[src/rtl/rx_buf_pkg.sv]
package rx_buf_pkg;
  localparam int DW = 8;

  typedef struct packed {
    logic          brk;
    logic          ferr;
    logic          perr;
    logic [DW-1:0] data;
  } rx_ent_t;
endpackage

[src/rtl/rx_store.sv]
module rx_store
  import rx_buf_pkg::*;
#(
  parameter int DEPTH = 16
) (
  input  logic    clk_i,
  input  logic    rst_ni,
  input  logic    fifo_en_i,
  input  logic    wr_i,
  input  rx_ent_t wdata_i,
  input  logic    rd_i,
  output rx_ent_t head_o,
  output logic    not_empty_o,
  output logic    push_o,
  output logic    pop_o,
  output logic    ovr_o,
  output logic    err_any_o
);
  localparam int PW = (DEPTH > 1) ? $clog2(DEPTH) : 1;
  localparam int CW = $clog2(DEPTH + 1);
  localparam logic [CW-1:0] CAP_Q = CW'(DEPTH);
  localparam logic [CW-1:0] CAP_1 = CW'(1);

  logic [PW-1:0] wr_ptr_q, rd_ptr_q;
  logic [CW-1:0] cnt_q, cnt_err_q;
  logic [CW-1:0] cap;
  logic          full, ent_err, head_err;
  rx_ent_t       slot_q [DEPTH];

  assign cap      = fifo_en_i ? CAP_Q : CAP_1;
  // full is judged on the occupancy before this cycle's read
  assign full     = (cnt_q >= cap);
  assign push_o   = wr_i & ~full;
  assign ovr_o    = wr_i & full;
  assign pop_o    = rd_i & (cnt_q != '0);
  assign ent_err  = wdata_i.perr | wdata_i.ferr | wdata_i.brk;
  assign head_o   = slot_q[rd_ptr_q];
  assign head_err = head_o.perr | head_o.ferr | head_o.brk;
  assign not_empty_o = (cnt_q != '0);
  assign err_any_o   = (cnt_err_q != '0);

  for (genvar i = 0; i < DEPTH; i++) begin : g_slot
    always_ff @(posedge clk_i or negedge rst_ni) begin
      if (!rst_ni)
        slot_q[i] <= '0;
      else if (push_o && (wr_ptr_q == PW'(i)))
        slot_q[i] <= wdata_i;
    end
  end

  always_ff @(posedge clk_i or negedge rst_ni) begin
    if (!rst_ni) begin
      wr_ptr_q  <= '0;
      rd_ptr_q  <= '0;
      cnt_q     <= '0;
      cnt_err_q <= '0;
    end else begin
      if (push_o) wr_ptr_q <= (wr_ptr_q == PW'(DEPTH - 1)) ? '0 : wr_ptr_q + 1'b1;
      if (pop_o)  rd_ptr_q <= (rd_ptr_q == PW'(DEPTH - 1)) ? '0 : rd_ptr_q + 1'b1;
      cnt_q     <= cnt_q + CW'(push_o) - CW'(pop_o);
      cnt_err_q <= cnt_err_q + CW'(push_o & ent_err) - CW'(pop_o & head_err);
    end
  end
endmodule

[src/rtl/rx_status.sv]
module rx_status
  import rx_buf_pkg::*;
(
  input  logic    clk_i,
  input  logic    rst_ni,
  input  rx_ent_t head_i,
  input  logic    not_empty_i,
  input  logic    push_i,
  input  logic    pop_i,
  input  logic    ovr_i,
  input  logic    err_any_i,
  input  logic    lsr_rd_i,
  input  logic    lsr_wr_i,
  input  logic [7:0] lsr_wdata_i,
  output logic [7:0] lsr_o,
  output logic    irq_o
);
  logic       ovr_q, hide_q, stale_q;
  logic [2:0] force_q;
  logic [2:0] head_flags;

  // hide_q suppresses head flags already reported by a status read
  always_ff @(posedge clk_i or negedge rst_ni) begin
    if (!rst_ni) begin
      ovr_q   <= 1'b0;
      hide_q  <= 1'b0;
      stale_q <= 1'b0;
      force_q <= '0;
    end else begin
      if (ovr_i)         ovr_q <= 1'b1;
      else if (lsr_wr_i) ovr_q <= lsr_wdata_i[1];
      else if (lsr_rd_i) ovr_q <= 1'b0;

      if (lsr_wr_i)      force_q <= lsr_wdata_i[4:2];
      else if (lsr_rd_i) force_q <= '0;

      if (pop_i || (push_i && !not_empty_i)) hide_q <= 1'b0;
      else if (lsr_rd_i && not_empty_i)      hide_q <= 1'b1;

      if (lsr_rd_i) stale_q <= 1'b0;
      else          stale_q <= stale_q | err_any_i;
    end
  end

  assign head_flags = (not_empty_i && !hide_q) ? {head_i.brk, head_i.ferr, head_i.perr} : 3'b000;

  always_comb begin
    lsr_o      = 8'h60;
    lsr_o[0]   = not_empty_i;
    lsr_o[1]   = ovr_q;
    lsr_o[4:2] = head_flags | force_q;
    lsr_o[7]   = err_any_i | stale_q;
  end

  assign irq_o = |lsr_o[4:1];
endmodule

[src/rtl/rx_char_buffer.sv]
module rx_char_buffer
  import rx_buf_pkg::*;
#(
  parameter int DEPTH = 16
) (
  input  logic          clk_i,
  input  logic          rst_ni,
  input  logic          fifo_en_i,
  input  logic          rx_valid_i,
  input  logic [DW-1:0] rx_data_i,
  input  logic          rx_perr_i,
  input  logic          rx_ferr_i,
  input  logic          rx_brk_i,
  input  logic          rhr_rd_i,
  input  logic          lsr_rd_i,
  input  logic          lsr_wr_i,
  input  logic [7:0]    lsr_wdata_i,
  output logic [DW-1:0] rhr_o,
  output logic [7:0]    lsr_o,
  output logic          rls_irq_o
);
  rx_ent_t in_ent, head;
  logic    not_empty, push, pop, ovr, err_any;

  assign in_ent = '{brk: rx_brk_i, ferr: rx_ferr_i, perr: rx_perr_i, data: rx_data_i};
  assign rhr_o  = head.data;

  rx_store #(.DEPTH(DEPTH)) u_store (
    .clk_i       (clk_i),
    .rst_ni      (rst_ni),
    .fifo_en_i   (fifo_en_i),
    .wr_i        (rx_valid_i),
    .wdata_i     (in_ent),
    .rd_i        (rhr_rd_i),
    .head_o      (head),
    .not_empty_o (not_empty),
    .push_o      (push),
    .pop_o       (pop),
    .ovr_o       (ovr),
    .err_any_o   (err_any)
  );

  rx_status u_status (
    .clk_i       (clk_i),
    .rst_ni      (rst_ni),
    .head_i      (head),
    .not_empty_i (not_empty),
    .push_i      (push),
    .pop_i       (pop),
    .ovr_i       (ovr),
    .err_any_i   (err_any),
    .lsr_rd_i    (lsr_rd_i),
    .lsr_wr_i    (lsr_wr_i),
    .lsr_wdata_i (lsr_wdata_i),
    .lsr_o       (lsr_o),
    .irq_o       (rls_irq_o)
  );
endmodule

[config.mk]
export PLATFORM = sky130hd
export DESIGN_NAME = rx_char_buffer
export DESIGN_NICKNAME = d
export VERILOG_FILES = /design/src/rtl/rx_buf_pkg.sv /design/src/rtl/rx_store.sv /design/src/rtl/rx_status.sv /design/src/rtl/rx_char_buffer.sv
export SDC_FILE = /design/constraint.sdc
export NUM_CORES = 1
export LEC_CHECK = 0
export BUFFER_PORTS_ARGS = -buffer_cell sky130_fd_sc_hd__clkbuf_2
export CAP_MARGIN = 20
export CORE_UTILIZATION = 46
export DETAILED_ROUTE_END_ITERATION = 8
export MAX_ROUTING_LAYER = met4
export PLACE_DENSITY = 0.74
export SLEW_MARGIN = 30
export SYNTH_ARGS = -nofsm -noshare
export SYNTH_HDL_FRONTEND = slang
export SYNTH_SLANG_ARGS = --single-unit
[constraint.sdc]
create_clock -name clk_i -period 3.31 [get_ports clk_i]
set_input_delay 0.331 -clock clk_i [delete_from_list [all_inputs] [get_ports clk_i]]
set_output_delay 0.331 -clock clk_i [all_outputs]
set_load 0.02 [all_outputs]
# Word level (Yosys, flattened, before mapping)
# Index checks and enable logic that the tools add are counted.
# word_totals
ff_bits,200
out_inout_bits,17
word_cells,153
# classes
n_addsub,6
magnitude_cmp,2
n_eq_ne,16
mux,15
bitwise,13
reduce_logical,29
# ops
operator,n
binary-select mux 11 bit (select 4 bit),1
equality test 4 bit (second input constant),9
2-to-1 mux 11 bit,2
logical AND 1 bit,19
equality test 4 x 3 -> 1 bit (second input constant),4
nonzero test 5 bit,2
2-to-1 mux 3 bit,3
adder 4 x 1 -> 4 bit (second input constant),2
equality test 4 x 2 -> 1 bit (second input constant),2
2-to-1 mux 4 bit,2
2-to-1 mux 1 bit,6
adder 5 x 1 -> 5 bit,1
adder 5 bit,1
bitwise AND 1 bit,5
>= comparator 5 bit,1
>= comparator 5 bit (second input constant),1
2-to-1 mux 5 bit,1
NOT 4 -> 5 bit,1
bitwise OR 1 bit,5
subtractor 5 x 1 -> 5 bit,1
subtractor 5 bit,1
equality test 4 x 1 -> 1 bit (second input constant),1
zero test 4 bit,1
nonzero test 2 bit,2
other kinds (6),7

# Longest topological paths before layout
# depth
ltp_word,8
mapped_depth,17

# Hierarchy
# A second synthesis with hierarchy kept.
# unflattened
hier_cells,693
area_unflattened_um2,9689.3
# by_module_without_submodules
mod,instances,cells_each,area_each_um2,seq_area_each_um2
rx_store,1,659,9365.2,4854.7
rx_status,1,34,324.1,150.1

# Worst setup path after synthesis
# OpenSTA, ideal clock, no wires.
# synth_path
path_type,flip-flop to flip-flop
startpoint,register u_store.rd_ptr_q[2]
endpoint,register u_store.cnt_err_q[4]
setup_ns,0.125
t_arrival_ns,2.974
t_required_ns,3.185
slack_ns,0.211
stages_incl_launch_ff,16
path_buffers,1
period_less_slack_ns,3.099
path_cell_list,dfrtp_1 -> clkbuf_1 -> mux4_2 -> a211o_1 -> o31ai_1 -> nor2_1 -> ha_1 -> inv_1 -> ha_1 -> inv_1 -> fa_1 -> inv_1 -> a21oi_1 -> nor2_1 -> nor2_1 -> xnor2_1
# synth_between
elab_chain_cells,8
# synth_rtl
element,line_no,source
"start, declared",rx_store.sv:24,"logic [PW-1:0] wr_ptr_q, rd_ptr_q;"
"start signal, assigned",rx_store.sv:59,if (pop_o) rd_ptr_q <= (rd_ptr_q == PW'(DEPTH - 1)) ? '0 : rd_ptr_q + 1'b1;
NOT 4 -> 5 bit (implied by the code) *,rx_store.sv:37,assign head_o = slot_q[rd_ptr_q];
binary-select mux 11 bit (select 4 bit) *,rx_store.sv:37,
2-to-1 mux 11 bit (implied by the code) * (2 in series),rx_store.sv:37,
bitwise OR 1 bit,rx_store.sv:38,assign head_err = head_o.perr | head_o.ferr | head_o.brk;
bitwise OR 1 bit *,rx_store.sv:38,
bitwise AND 1 bit *,rx_store.sv:61,cnt_err_q <= cnt_err_q + CW'(push_o & ent_err) - CW'(pop_o & head_err);
subtractor 5 bit *,rx_store.sv:61,
"end signal, assigned",rx_store.sv:61,
"end, declared",rx_store.sv:25,"logic [CW-1:0] cnt_q, cnt_err_q;"
# Mark *: on every way between the ends. The rest lies on a longest branch, timed or not. The select of a mux whose other input is x is not followed.
# A chain may end at the register's enable or synchronous reset.

# Final worst setup path
# layout_path
startpoint,register u_store.rd_ptr_q[1]
endpoint,output rls_irq_o
# layout_between
elab_chain_cells,7
# layout_rtl
element,line_no,source
NOT 4 -> 5 bit (implied by the code),rx_store.sv:37,
binary-select mux 11 bit (select 4 bit),rx_store.sv:37,
2-to-1 mux 11 bit (implied by the code) (2 in series),rx_store.sv:37,
2-to-1 mux 3 bit,rx_status.sv:45,"assign head_flags = (not_empty_i && !hide_q) ? {head_i.brk, head_i.ferr, head_i.perr} : 3'b000;"
bitwise OR 3 bit,rx_status.sv:51,lsr_o[4:2] = head_flags | force_q;
OR reduction 4 bit,rx_status.sv:55,assign irq_o = |lsr_o[4:1];
"end, declared",rx_char_buffer.sv:20,output logic rls_irq_o
# Every way passes these cells. The select of a mux whose other input is x is not followed.

==> impl_metrics.tcl <==
set metrics [dict create \
    cts_buffer_depth 2 \
    setup_ws_ps 84.48 \
    critPathArrivalTime_ps 2890 \
    yosys.area_share.simple_pct 3.390 \
    syn_avg_cell_area_um2 14.90 \
    pwr-share-comb_pct 39.6 \
    start_util_pct 46.85 \
    fp.dieW_um 145.3 \
    seqCellArea_um2 5009 \
    final_cell_mix "197 x dfrtp_1, 180 x mux2_2, 51 x mux4_2" \
    first_pass_iters 5 \
    p_sw_share_pct 32.38 \
    drc 0 \
    overflow 0 \
    root_buffer "clkbuf_16" \
    vias_per_cell 5.660 \
    drt_iter0_drc 241 \
    via_count 5502 \
    final_antenna_net_count 0 \
    htree_levels 4 \
    reg2reg_from "u_store.rd_ptr_q[1]$_DFFE_PN0P_" \
    multiInputGateArea_um2 4151 \
    yosys_warnings 0 \
    crit_family "simple AND/OR/NAND/NOR gates" \
    cpMaxStageDelayCell "or4_1" \
    die_height_um 145.3 \
    cts_tree "yes" \
    synthMuxAreaShare_pct 33.89 \
    synth_compound_area_share_pct 2.132 \
    worst-path-buf-inv 3 \
    power.switching_uw 3386 \
    drv_slew 0 \
    wl_per_cell_um 20.94 \
    place_ws_ps 75.70 \
    whs_ps 111.5 \
    outcome "completed" \
    synth_seq_area_share_pct 52.97 \
    design.core.area_um2 20170 \
    crit_chain "buf_4 > mux4_2 > nand2_1 > o21ai_0 > buf_4 > a221o_1 > or4_1 > buf_2" \
    grt_pass1_vias 5927 \
    grt_pass1_wl_um 33230 \
    startpoint "u_store.rd_ptr_q[1]$_DFFE_PN0P_" \
    postPlaceCellArea_um2 10100 \
    fmax_ghz 0.3100 \
    holdCritStartpoint "rhr_rd_i" \
    power_density_nw_per_um2 968.9 \
    cap_violations 0 \
    setup_viol 0 \
    synth_cells 634 \
    gp_congestion 0.8476 \
    nFillCells 1650 \
    fin_cells 972 \
    synth_xor_area_share_pct 0.9269 \
    path_clk_slew_ps 70 \
    clk_latency_ps 440 \
    fin_crit_ps 3226 \
    critical_path_class "flip-flop to output pin" \
    slew_headroom_pct 54.65 \
    synth_top_family_by_area "multiplexers" \
    antenna_found_initial 0 \
    ys_seq_elements 200 \
    hpwlAfterDp_um 13430 \
    p_leak_uw 0.005027 \
    ys_types 40 \
    grt_usage_pct 21.42 \
    crit_fanout 4 \
    synth_fa_ha_area_share_pct 3.204 \
    final_nets 738 \
    cp_common_cell "buf_4" \
    row_count 52 \
    clock_power_share_pct 20.4 \
    crit_required_ps 2980 \
    cts_sinks 200 \
    cts-buffers-inserted 17 \
    hp-class "input pin to flip-flop" \
    boundaryPins 43 \
    critPathCaptureType "output pin" \
    rsz0062_at_grt "true" \
    post-place-cells 933 \
    clock-skew-final_ps 10.34 \
    worst_setup_path_start_kind "flip-flop" \
    hold_violations 0 \
    critical-path-max-stage-delay_ps 490 \
    fin_crit_sh_pct 97.45 \
    grt_start_max_net_pins 84 \
    layout_commonest_cell "dfrtp_1" \
    power.share.sequential_pct 39.9 \
    worstMarginPinSlew_ps 680.3 \
    antenna_cells 0 \
    peakVddDrop_v 0.0005161 \
    stdcell_area_um2 10790 \
    syn_area_um2 9449 \
    p_int_uw 7070 \
    area_delta_synth_final_pct 14.21 \
    wirelength_um 20360 \
    drive_gt1_share_pct 50.43 \
    port-buffer-count 36 \
    dieArea_um2 21120 \
]
## worst paths after layout
check	to	slack, ps	cells past startpoint
max	rls_irq_o	80	8
min	u_status.hide_q$_DFFE_PN0P_	110	2
max reg2reg	u_store.cnt_err_q[2]$_DFF_PN0_	140	14
min reg2reg	u_store.slot_q[104]$_DFFE_PN0P_	500	1
max in group asynchronous	u_store.slot_q[67]$_DFFE_PN0P_	1910	3
min in group asynchronous	u_store.cnt_q[4]$_DFF_PN0_	500	2
## cell type report
type / count / area share (%)
multi-input combinational: 360 / 38.47
inverter: 28 / 0.9739
sequential: 200 / 46.41
timing repair buffer: 82 / 5.357
tap: 270 / 3.130
clock buffer: 19 / 4.197
clock inverter: 13 / 1.461
## logic make-up (layout without fill, tap and decap cells)
| family | Yosys count | after routing |
|---|---|---|
| other cells | 1 | 2 |
| simple gates | 63 | 63 |
| fa+ha+maj | 23 | 23 |
| compound gates | 30 | 30 |
| buf+inv | 75 | 142 |
| xor+xnor | 10 | 10 |
| mux | 232 | 232 |
| flops | 200 | 200 |
## power groups by stage
stage	sequential [uW]	clock, uW	combinational, uW
after floorplan	3920	0	3180
after global placement	4100	0	3910
after detailed placement	4200	0	4060
after CTS	4160	2190	4130
after global routing	4310	2280	4510
final	4180	2140	4140
## registers in the layout (all words and copies together), names as in the netlist
signal and flops:
u_store.slot_q 176, u_store.wr_ptr_q 4, u_store.cnt_err_q 5, u_status.stale_q 1, u_store.rd_ptr_q 4, u_status.ovr_q 1
u_store.cnt_q 5, u_status.hide_q 1, u_status.force_q 3
## routing by layer
metal	part of all wire, %	track usage [%]	vias to the layer above	wire length (um)
met2	51	34.54	121	10450
met4	1.8	7.158	0	365
met1	43	27.60	2934	8780
met3	3.7	3.711	30	763
li1	-	-	2417	-
met5	0	-	-	0
## synth_stat cells
| cell type | instances | area [um^2] |
|---|---|---|
| a211o_1 | 1 | 8.760 |
| a211oi_1 | 1 | 7.510 |
| a21o_1 | 3 | 22.52 |
| a21oi_1 | 5 | 25.02 |
| a221o_1 | 2 | 20.02 |
| a222oi_1 | 1 | 10.01 |
| a31o_2 | 1 | 8.760 |
| a31oi_1 | 3 | 18.77 |
| a41o_1 | 1 | 10.01 |
| and2_1 | 2 | 12.51 |
| and3_1 | 16 | 100.1 |
| buf_1 | 8 | 30.03 |
| buf_2 | 18 | 90.09 |
| buf_4 | 4 | 30.03 |
| buf_6 | 1 | 11.26 |
| clkbuf_1 | 16 | 60.06 |
| conb_1 | 1 | 3.750 |
| dfrtp_1 | 200 | 5005 |
| fa_1 | 2 | 40.04 |
| ha_1 | 21 | 262.8 |
| inv_1 | 28 | 105.1 |
| mux2_2 | 180 | 2027 |
| mux4_1 | 1 | 26.28 |
| mux4_2 | 51 | 1149 |
| nand2_1 | 12 | 45.04 |
| nand2b_1 | 4 | 25.02 |
| nand3_1 | 2 | 10.01 |
| nand3b_1 | 1 | 7.510 |
| nand4_1 | 1 | 6.260 |
| nor2_1 | 17 | 63.81 |
| nor2b_1 | 3 | 18.77 |
| nor3_1 | 3 | 15.01 |
| nor4b_1 | 1 | 8.760 |
| o2111ai_1 | 1 | 8.760 |
| o21ai_0 | 9 | 45.04 |
| o31ai_1 | 1 | 7.510 |
| o32ai_1 | 1 | 8.760 |
| or4_1 | 1 | 7.510 |
| xnor2_1 | 7 | 61.31 |
| xor2_1 | 3 | 26.28 |
## repair_timing
item | 4_1_cts | 5_1_grt
hold buffers | 1 | 0
gates resized for setup | 1 | 8
buffers inserted | 3 | 4
endpoints found under the hold margin | 80 | 0
pin swaps | 0 | 3
gates cloned | 0 | 0
setup endpoints to repair | 1 | 2
## per-stage QoR
| stage | total power [uW] | setup TNS, ps | utilization (%) |
|---|---|---|---|
| floorplan | 7099 | 0 | - |
| global placement | 8002 | 0 | 50.06 |
| detailed placement | 8258 | 0 | 50.06 |
| CTS | 10480 | 0 | 53.25 |
| global route | 11100 | -34.63 | 53.51 |
| finish | 10460 | 0 | 53.51 |
## worst register-to-register path, delay by kind of cell, from the launching register on
family          cells  cell delay, ps
fa+ha+maj           3             830
flops               1             430
simple gates        1              80
compound gates      2             580
buf+inv             6             630
xor+xnor            1             110
mux                 1             410
Power figures use the tool's default switching activity.
